### src/rtl/codec_regs_pkg.sv
// Package: shared sizes, register indices and constants of the codec
// control register file. Assumes every mapped index is even.
package codec_regs_pkg;

    localparam int CR_ADDR_W    = 7;
    localparam int CR_DATA_W    = 16;
    localparam int CR_NUM_RATES = 2;
    localparam int CR_EN_BIT    = 0;

    localparam logic [CR_DATA_W-1:0] CR_RATE_DEFAULT = 16'hBB80;

    localparam logic [CR_ADDR_W-1:0] CR_IDX_CTRL = 7'h2A;
    localparam logic [CR_ADDR_W-1:0] CR_IDX_VID1 = 7'h7C;
    localparam logic [CR_ADDR_W-1:0] CR_IDX_VID2 = 7'h7E;

    // entry 0 is rate A, entry 1 is rate B
    localparam logic [CR_ADDR_W-1:0] CR_RATE_PRI_IDX [CR_NUM_RATES] = '{7'h7A, 7'h78};
    localparam logic [CR_ADDR_W-1:0] CR_RATE_ALT_IDX [CR_NUM_RATES] = '{7'h2C, 7'h32};

    localparam logic [CR_DATA_W-1:0] CR_VID1_WORD = 16'h4144;
    localparam logic [7:0]           CR_VID2_CHAR = 8'h53;

    // one-hot-ish decode of the current index
    typedef struct packed {
        logic                    odd;
        logic                    ctrl;
        logic                    vid1;
        logic                    vid2;
        logic [CR_NUM_RATES-1:0] pri;
        logic [CR_NUM_RATES-1:0] alt;
    } cr_sel_t;

endpackage

### src/rtl/codec_addr_decode.sv
// Module: turns a register index into select flags.
// Assumes: purely combinational; an odd index selects nothing but the odd flag.
module codec_addr_decode
    import codec_regs_pkg::*;
(
    input  logic [CR_ADDR_W-1:0] addr,
    output cr_sel_t              sel
);

    // decode each mapped index, suppressed for odd indices
    always_comb begin
        sel      = '0;
        sel.odd  = addr[0];
        sel.ctrl = !addr[0] && (addr == CR_IDX_CTRL);
        sel.vid1 = !addr[0] && (addr == CR_IDX_VID1);
        sel.vid2 = !addr[0] && (addr == CR_IDX_VID2);
        for (int i = 0; i < CR_NUM_RATES; i++) begin
            sel.pri[i] = !addr[0] && (addr == CR_RATE_PRI_IDX[i]);
            sel.alt[i] = !addr[0] && (addr == CR_RATE_ALT_IDX[i]);
        end
    end

endmodule

### src/rtl/codec_rate_reg.sv
// Module: one sample-rate storage register.
// Assumes: reload and write are never both high; reload wins if they are.
module codec_rate_reg #(
    parameter int               DATA_W    = 16,
    parameter logic [DATA_W-1:0] RESET_VAL = 16'hBB80
) (
    input  logic              clk,
    input  logic              rst_n,
    input  logic              reload,
    input  logic              we,
    input  logic [DATA_W-1:0] wdata,
    output logic [DATA_W-1:0] q
);

    // hold, reload to default, or take new data
    always_ff @(posedge clk) begin
        if (!rst_n) begin
            q <= RESET_VAL;
        end else if (reload) begin
            q <= RESET_VAL;
        end else if (we) begin
            q <= wdata;
        end
    end

endmodule

### src/rtl/codec_read_mux.sv
// Module: selects the read value for the decoded index.
// Assumes: sel comes from codec_addr_decode; unmatched or odd reads give zero.
module codec_read_mux
    import codec_regs_pkg::*;
#(
    parameter logic [7:0] REV_ID = 8'h40
) (
    input  cr_sel_t                               sel,
    input  logic                                  var_rate_en,
    input  logic [CR_NUM_RATES-1:0][CR_DATA_W-1:0] rates,
    output logic [CR_DATA_W-1:0]                  value
);

    // priority-free select: at most one flag of sel is set for an even index
    always_comb begin
        value = '0;
        if (!sel.odd) begin
            if (sel.ctrl) value = {{(CR_DATA_W-1){1'b0}}, var_rate_en};
            if (sel.vid1) value = CR_VID1_WORD;
            if (sel.vid2) value = {CR_VID2_CHAR, REV_ID};
            for (int i = 0; i < CR_NUM_RATES; i++) begin
                if (sel.pri[i]) value = rates[i];
                if (sel.alt[i]) value = var_rate_en ? rates[i] : CR_RATE_DEFAULT;
            end
        end
    end

endmodule

### src/rtl/codec_ctrl_regs.sv
// Module: top of the codec control register file.
// Holds the variable-rate enable bit and two rate registers, gates the
// alias indices with the enable bit, and registers read data.
// Assumes: one access index per cycle shared by read and write.
module codec_ctrl_regs
    import codec_regs_pkg::*;
#(
    parameter logic [7:0] REV_ID = 8'h40
) (
    input  logic                 clk,
    input  logic                 rst_n,
    input  logic                 wr_en,
    input  logic                 rd_en,
    input  logic [CR_ADDR_W-1:0] addr,
    input  logic [CR_DATA_W-1:0] wdata,
    output logic [CR_DATA_W-1:0] rdata,
    output logic [CR_DATA_W-1:0] rate_a_hz,
    output logic [CR_DATA_W-1:0] rate_b_hz
);

    cr_sel_t                               sel;
    logic                                  var_rate_en;
    logic                                  rate_reload;
    logic [CR_NUM_RATES-1:0]               rate_we;
    logic [CR_NUM_RATES-1:0][CR_DATA_W-1:0] rates;
    logic [CR_DATA_W-1:0]                  rd_value;

    codec_addr_decode u_dec (
        .addr (addr),
        .sel  (sel)
    );

    // a control write with a cleared enable bit reloads both rates
    assign rate_reload = wr_en && sel.ctrl && !wdata[CR_EN_BIT];

    // enable bit storage; other control bits are reserved
    always_ff @(posedge clk) begin
        if (!rst_n) begin
            var_rate_en <= 1'b0;
        end else if (wr_en && sel.ctrl) begin
            var_rate_en <= wdata[CR_EN_BIT];
        end
    end

    genvar g;
    generate
        for (g = 0; g < CR_NUM_RATES; g++) begin : g_rate
            // primary index always writes; alias only while enabled
            assign rate_we[g] = wr_en && (sel.pri[g] || (sel.alt[g] && var_rate_en));

            codec_rate_reg #(
                .DATA_W    (CR_DATA_W),
                .RESET_VAL (CR_RATE_DEFAULT)
            ) u_rate (
                .clk    (clk),
                .rst_n  (rst_n),
                .reload (rate_reload),
                .we     (rate_we[g]),
                .wdata  (wdata),
                .q      (rates[g])
            );
        end
    endgenerate

    codec_read_mux #(
        .REV_ID (REV_ID)
    ) u_rmux (
        .sel         (sel),
        .var_rate_en (var_rate_en),
        .rates       (rates),
        .value       (rd_value)
    );

    // read data register, updated only on a read strobe
    always_ff @(posedge clk) begin
        if (!rst_n) begin
            rdata <= '0;
        end else if (rd_en) begin
            rdata <= rd_value;
        end
    end

    assign rate_a_hz = rates[0];
    assign rate_b_hz = rates[1];

endmodule

### config.mk
export PLATFORM = sky130hd
export DESIGN_NAME = codec_ctrl_regs
export DESIGN_NICKNAME = d
export VERILOG_FILES = /design/src/rtl/codec_regs_pkg.sv /design/src/rtl/codec_addr_decode.sv /design/src/rtl/codec_rate_reg.sv /design/src/rtl/codec_read_mux.sv /design/src/rtl/codec_ctrl_regs.sv
export SDC_FILE = /design/constraint.sdc
export NUM_CORES = 1
export LEC_CHECK = 0
export ABC_AREA = 1
export BUFFER_PORTS_ARGS = -buffer_cell sky130_fd_sc_hd__buf_2
export CORE_UTILIZATION = 45
export DETAILED_ROUTE_END_ITERATION = 16
export PLACE_DENSITY = 0.83
export SLEW_MARGIN = 0
export SYNTH_ARGS = -nofsm -noshare
export SYNTH_HDL_FRONTEND = slang
export SYNTH_SLANG_ARGS = --single-unit
### constraint.sdc
create_clock -name clk -period 1.12 [get_ports clk]
set_input_delay 0.056 -clock clk [delete_from_list [all_inputs] [get_ports clk]]
set_output_delay 0.056 -clock clk [all_outputs]
set_load 0.02 [all_outputs]
==> impl_summary.log <==
[metrics] number of antenna violations at the first check in global routing: 0
[metrics] Crit. End Element: flip-flop
[metrics] sequential-to-total area share from yosys stat: 42.7%
[metrics] fraction of the core area covered by cells at the end of the flow: 68.6%
[metrics] Bufs on Longest Clock Path: 2
[metrics] sum of routed wire length over all layers: 7.28 mm
[metrics] max-cap violations: 0
[metrics] post-layout instance area: 3300 µm²
[metrics] total vias in the final route: 2633
[metrics] combined flip-flop and latch cell area: 982 µm²
[metrics] Area growth syn-to-layout: 43.9%
[metrics] # clock sinks: 49
[metrics] starting DRC count in detailed routing: 247
[metrics] library cell used as clock root buffer: sky130_fd_sc_hd__clkbuf_8
[metrics] status: finished with violations
[metrics] Net Count, Synth: 351
[metrics] highest fanout seen on the critical path: 3
[metrics] antenna-violating nets left: 0
[metrics] total number of nets in the final design: 461
[metrics] number of distinct standard cells referenced by the synthesized netlist: 30
[metrics] count of mapped cells out of synthesis: 324
[metrics] max-slew violations: 0
[metrics] latest clock arrival within the worst-skew pair: 0.31 ns
[metrics] number of buffer cells added on primary ports: 74
[metrics] top-area cell type share of the netlist area: 42.7%
[metrics] peak ir drop on the vdd network: 0.598 mV
[metrics] portion of the clock cycle consumed by the worst path in the final layout: 109%
[metrics] residual overflow from global routing: 0
[metrics] DRC violation count after routing: 0
[metrics] violations in the final reports: negative hold slack, negative setup slack
[metrics] detailed-route vias per instance: 5.26
[metrics] count of TritonRoute iterations in the first routing pass: 4
[metrics] placed wire-length estimate: 4.66 mm
[metrics] critical path data required time: 1.30 ns
[metrics] Pwr per Cell Area: 946 nW/µm²
[metrics] number of placement rows: 25
[metrics] number of global-route vias before repair: 2352
[metrics] average instance area after synthesis: 7.09 µm²
[metrics] post-route setup slack: -0.102 ns
[metrics] layout cell share with drive strength beyond 1: 40.3%
[metrics] Overall Power: 3.12 mW
[metrics] Ports: 75
[metrics] Final GP Congestion: 0.913
[metrics] wire length of the first global-routing pass: 10.5 mm
[metrics] full die area: 5390 µm²
[metrics] arrival time at the worst endpoint: 1.40 ns
[metrics] Mapped Area: 2300 µm²
[metrics] pin slew with the least headroom to its limit: 0.517 ns
[metrics] cell taking the most area after synthesis: sky130_fd_sc_hd__dfxtp_1
[metrics] post-synthesis register bit count: 49
[metrics] clock tree from TritonCTS: yes
[metrics] routed length per placed instance: 14.5 µm
[metrics] Antenna diodes: 0
[metrics] pre-CTS setup slack: -0.269 ns
[metrics] number of buffers created by CTS: 5
[metrics] number of H-tree branching levels: 2
[metrics] start-to-end type of the worst setup path: flip-flop to flip-flop
[metrics] hold crit path type: input pin to flip-flop
[metrics] hold violation count in the final report: 1
[metrics] worst hold slack: -0.00108 ns
[metrics] maximum clock rate: 819 MHz
[metrics] x dimension of the die: 73.4 µm
[metrics] core region area: 4820 µm²
[metrics] gr usage total: 25.5%
[metrics] worst slew slack as a fraction of its limit: 65.5%
[metrics] time the worst path needs with I/O delays and setup: 1.22 ns
[metrics] setup repair after global routing missed its margin: yes
[metrics] Synth area leaders: sky130_fd_sc_hd__dfxtp_1, sky130_fd_sc_hd__nand2_1, sky130_fd_sc_hd__nor2_1
[metrics] multi-input combinational cell area: 1270 µm²
[metrics] startpoint type of the worst setup path: flip-flop
[metrics] maximum number of pins on one net before global-route repair: 33
[metrics] clock edge transition at the registers on the reported setup and hold paths: 0.09 ns
[metrics] post-detailed-placement cell area: 2910 µm²
[metrics] number of endpoints failing setup at the final stage: 43
[metrics] Chip Height: 73.4 µm
[metrics] count of warnings emitted by yosys: 0
[metrics] worst-case clock skew: 0.00714 ns
[metrics] initial core utilization: 47.7%
[metrics] number of inserted filler cells in the final layout: 397
[metrics] leakage component of the power: 1.62 nW
placed cells by master (no fill, tap or decap):
cell                            instances
sky130_fd_sc_hd__o211ai_2               1
sky130_fd_sc_hd__inv_1                 20
sky130_fd_sc_hd__buf_2                 74
sky130_fd_sc_hd__nand3_1               19
sky130_fd_sc_hd__nand3_2                6
sky130_fd_sc_hd__o211ai_1               7
sky130_fd_sc_hd__inv_12                 1
sky130_fd_sc_hd__or2_2                  2
sky130_fd_sc_hd__nand2_4                6
sky130_fd_sc_hd__dlygate4sd3_1         10
sky130_fd_sc_hd__clkinv_1               1
sky130_fd_sc_hd__inv_8                  1
sky130_fd_sc_hd__nand3_4                1
sky130_fd_sc_hd__clkbuf_1               1
sky130_fd_sc_hd__nand2_1               77
sky130_fd_sc_hd__nand4_1                4
sky130_fd_sc_hd__buf_12                 3
sky130_fd_sc_hd__nor2_1                30
sky130_fd_sc_hd__inv_2                  5
sky130_fd_sc_hd__buf_4                 20
sky130_fd_sc_hd__a21oi_2                2
sky130_fd_sc_hd__nor3_2                 1
sky130_fd_sc_hd__nor2_4                 3
sky130_fd_sc_hd__inv_4                  2
sky130_fd_sc_hd__clkbuf_8               6
sky130_fd_sc_hd__o21ai_2                9
sky130_fd_sc_hd__a21oi_1               16
sky130_fd_sc_hd__clkinv_8               1
sky130_fd_sc_hd__o21ai_0               13
sky130_fd_sc_hd__buf_6                  4
sky130_fd_sc_hd__nor2_2                10
sky130_fd_sc_hd__nand2_2               15
sky130_fd_sc_hd__dfxtp_2                1
sky130_fd_sc_hd__nand2_8                1
sky130_fd_sc_hd__o21ai_1               13
sky130_fd_sc_hd__dfxtp_1               48
metal layers:
| layer | global-route usage (%) | share of wire, % | vias up |
|---|---|---|---|
| li1 | - | - | 1269 |
| met1 | 34.4 | 42 | 1209 |
| met2 | 40.4 | 47 | 127 |
| met3 | 4.53 | 6.9 | 28 |
| met4 | 10.3 | 3.5 | 0 |
| met5 | 0 | 0 | - |
worst max-delay path: stages, from the launching register on:
cell                      delay [ns]
sky130_fd_sc_hd__dfxtp_2        0.36
sky130_fd_sc_hd__inv_2          0.06
sky130_fd_sc_hd__nand3_4        0.10
sky130_fd_sc_hd__nand2_4        0.09
sky130_fd_sc_hd__o21ai_0        0.23
sky130_fd_sc_hd__nand3_1        0.12
sky130_fd_sc_hd__nand2_1        0.08
sky130_fd_sc_hd__a21oi_1        0.05
synthesized netlist by cell type, drive strengths merged:
cell    count
dfxtp      49
o21ai      35
or2         2
o211ai      8
clkbuf      3
nor3        1
nand2      98
inv        28
nor2       43
nand4       4
clkinv      2
a21oi      18
nand3      26
buf         7
path summary, 6_finish.rpt:
kind	start	end	slack, ns	depth (start not counted)
setup reg to reg	var_rate_en$_SDFFE_PN0P_	rdata[12]$_SDFFE_PN0P_	-0.10	7
hold reg to reg	rdata[14]$_SDFFE_PN0P_	rdata[14]$_SDFFE_PN0P_	0.46	2
setup / recovery	var_rate_en$_SDFFE_PN0P_	rdata[12]$_SDFFE_PN0P_	-0.10	7
hold / removal	wdata[2]	g_rate[0].u_rate.q[2]$_SDFFE_PP0P_	-0.001	3
registers in the layout, indices dropped and copies added (netlist names):
name	flops
g_rate.u_rate.q	32
var_rate_en	1
rdata	16
cells by family (layout without fill, tap and decap cells):
| family | Yosys count | count (layout) | synth area share (%) |
|---|---|---|---|
| DFF | 49 | 49 | 42.7 |
| and+or+nand+nor | 174 | 175 | 34.2 |
| AOI/OAI and AO/OA | 61 | 61 | 14.7 |
| buffers and inverters | 40 | 149 | 8.34 |
what timing repair did:
action,4_1_cts,5_1_grt
hold buffers,10,0
gates cloned,1,1
endpoints found under the hold margin,15,0
setup endpoints to repair,45,48
setup buffers,5,0
gates resized for setup,29,27
pin swaps,8,12
power breakdown:
group          internal [mW]  switching (mW)
Clock                  0.491           0.560
Sequential              1.75         0.00911
Combinational          0.126           0.189
Total                   2.37           0.758
layout make-up:
class	instances	area share, %
clock buffers	7	2.61
inverters	30	4.32
multi-input cells	236	38.5
flip-flops and latches	49	29.7
well taps	67	2.54
repair buffers	111	22.0
repair inverters	1	0.341
stage by stage:
stage                     setup TNS [ns]  cells
after detailed placement           -8.85    477
after global routing               -5.11    501
after global placement             -6.65    477
final                              -2.20    501
after floorplan                   -0.211    324
after CTS                         -0.678    500
Note: power is estimated with default switching activity, not from simulation.
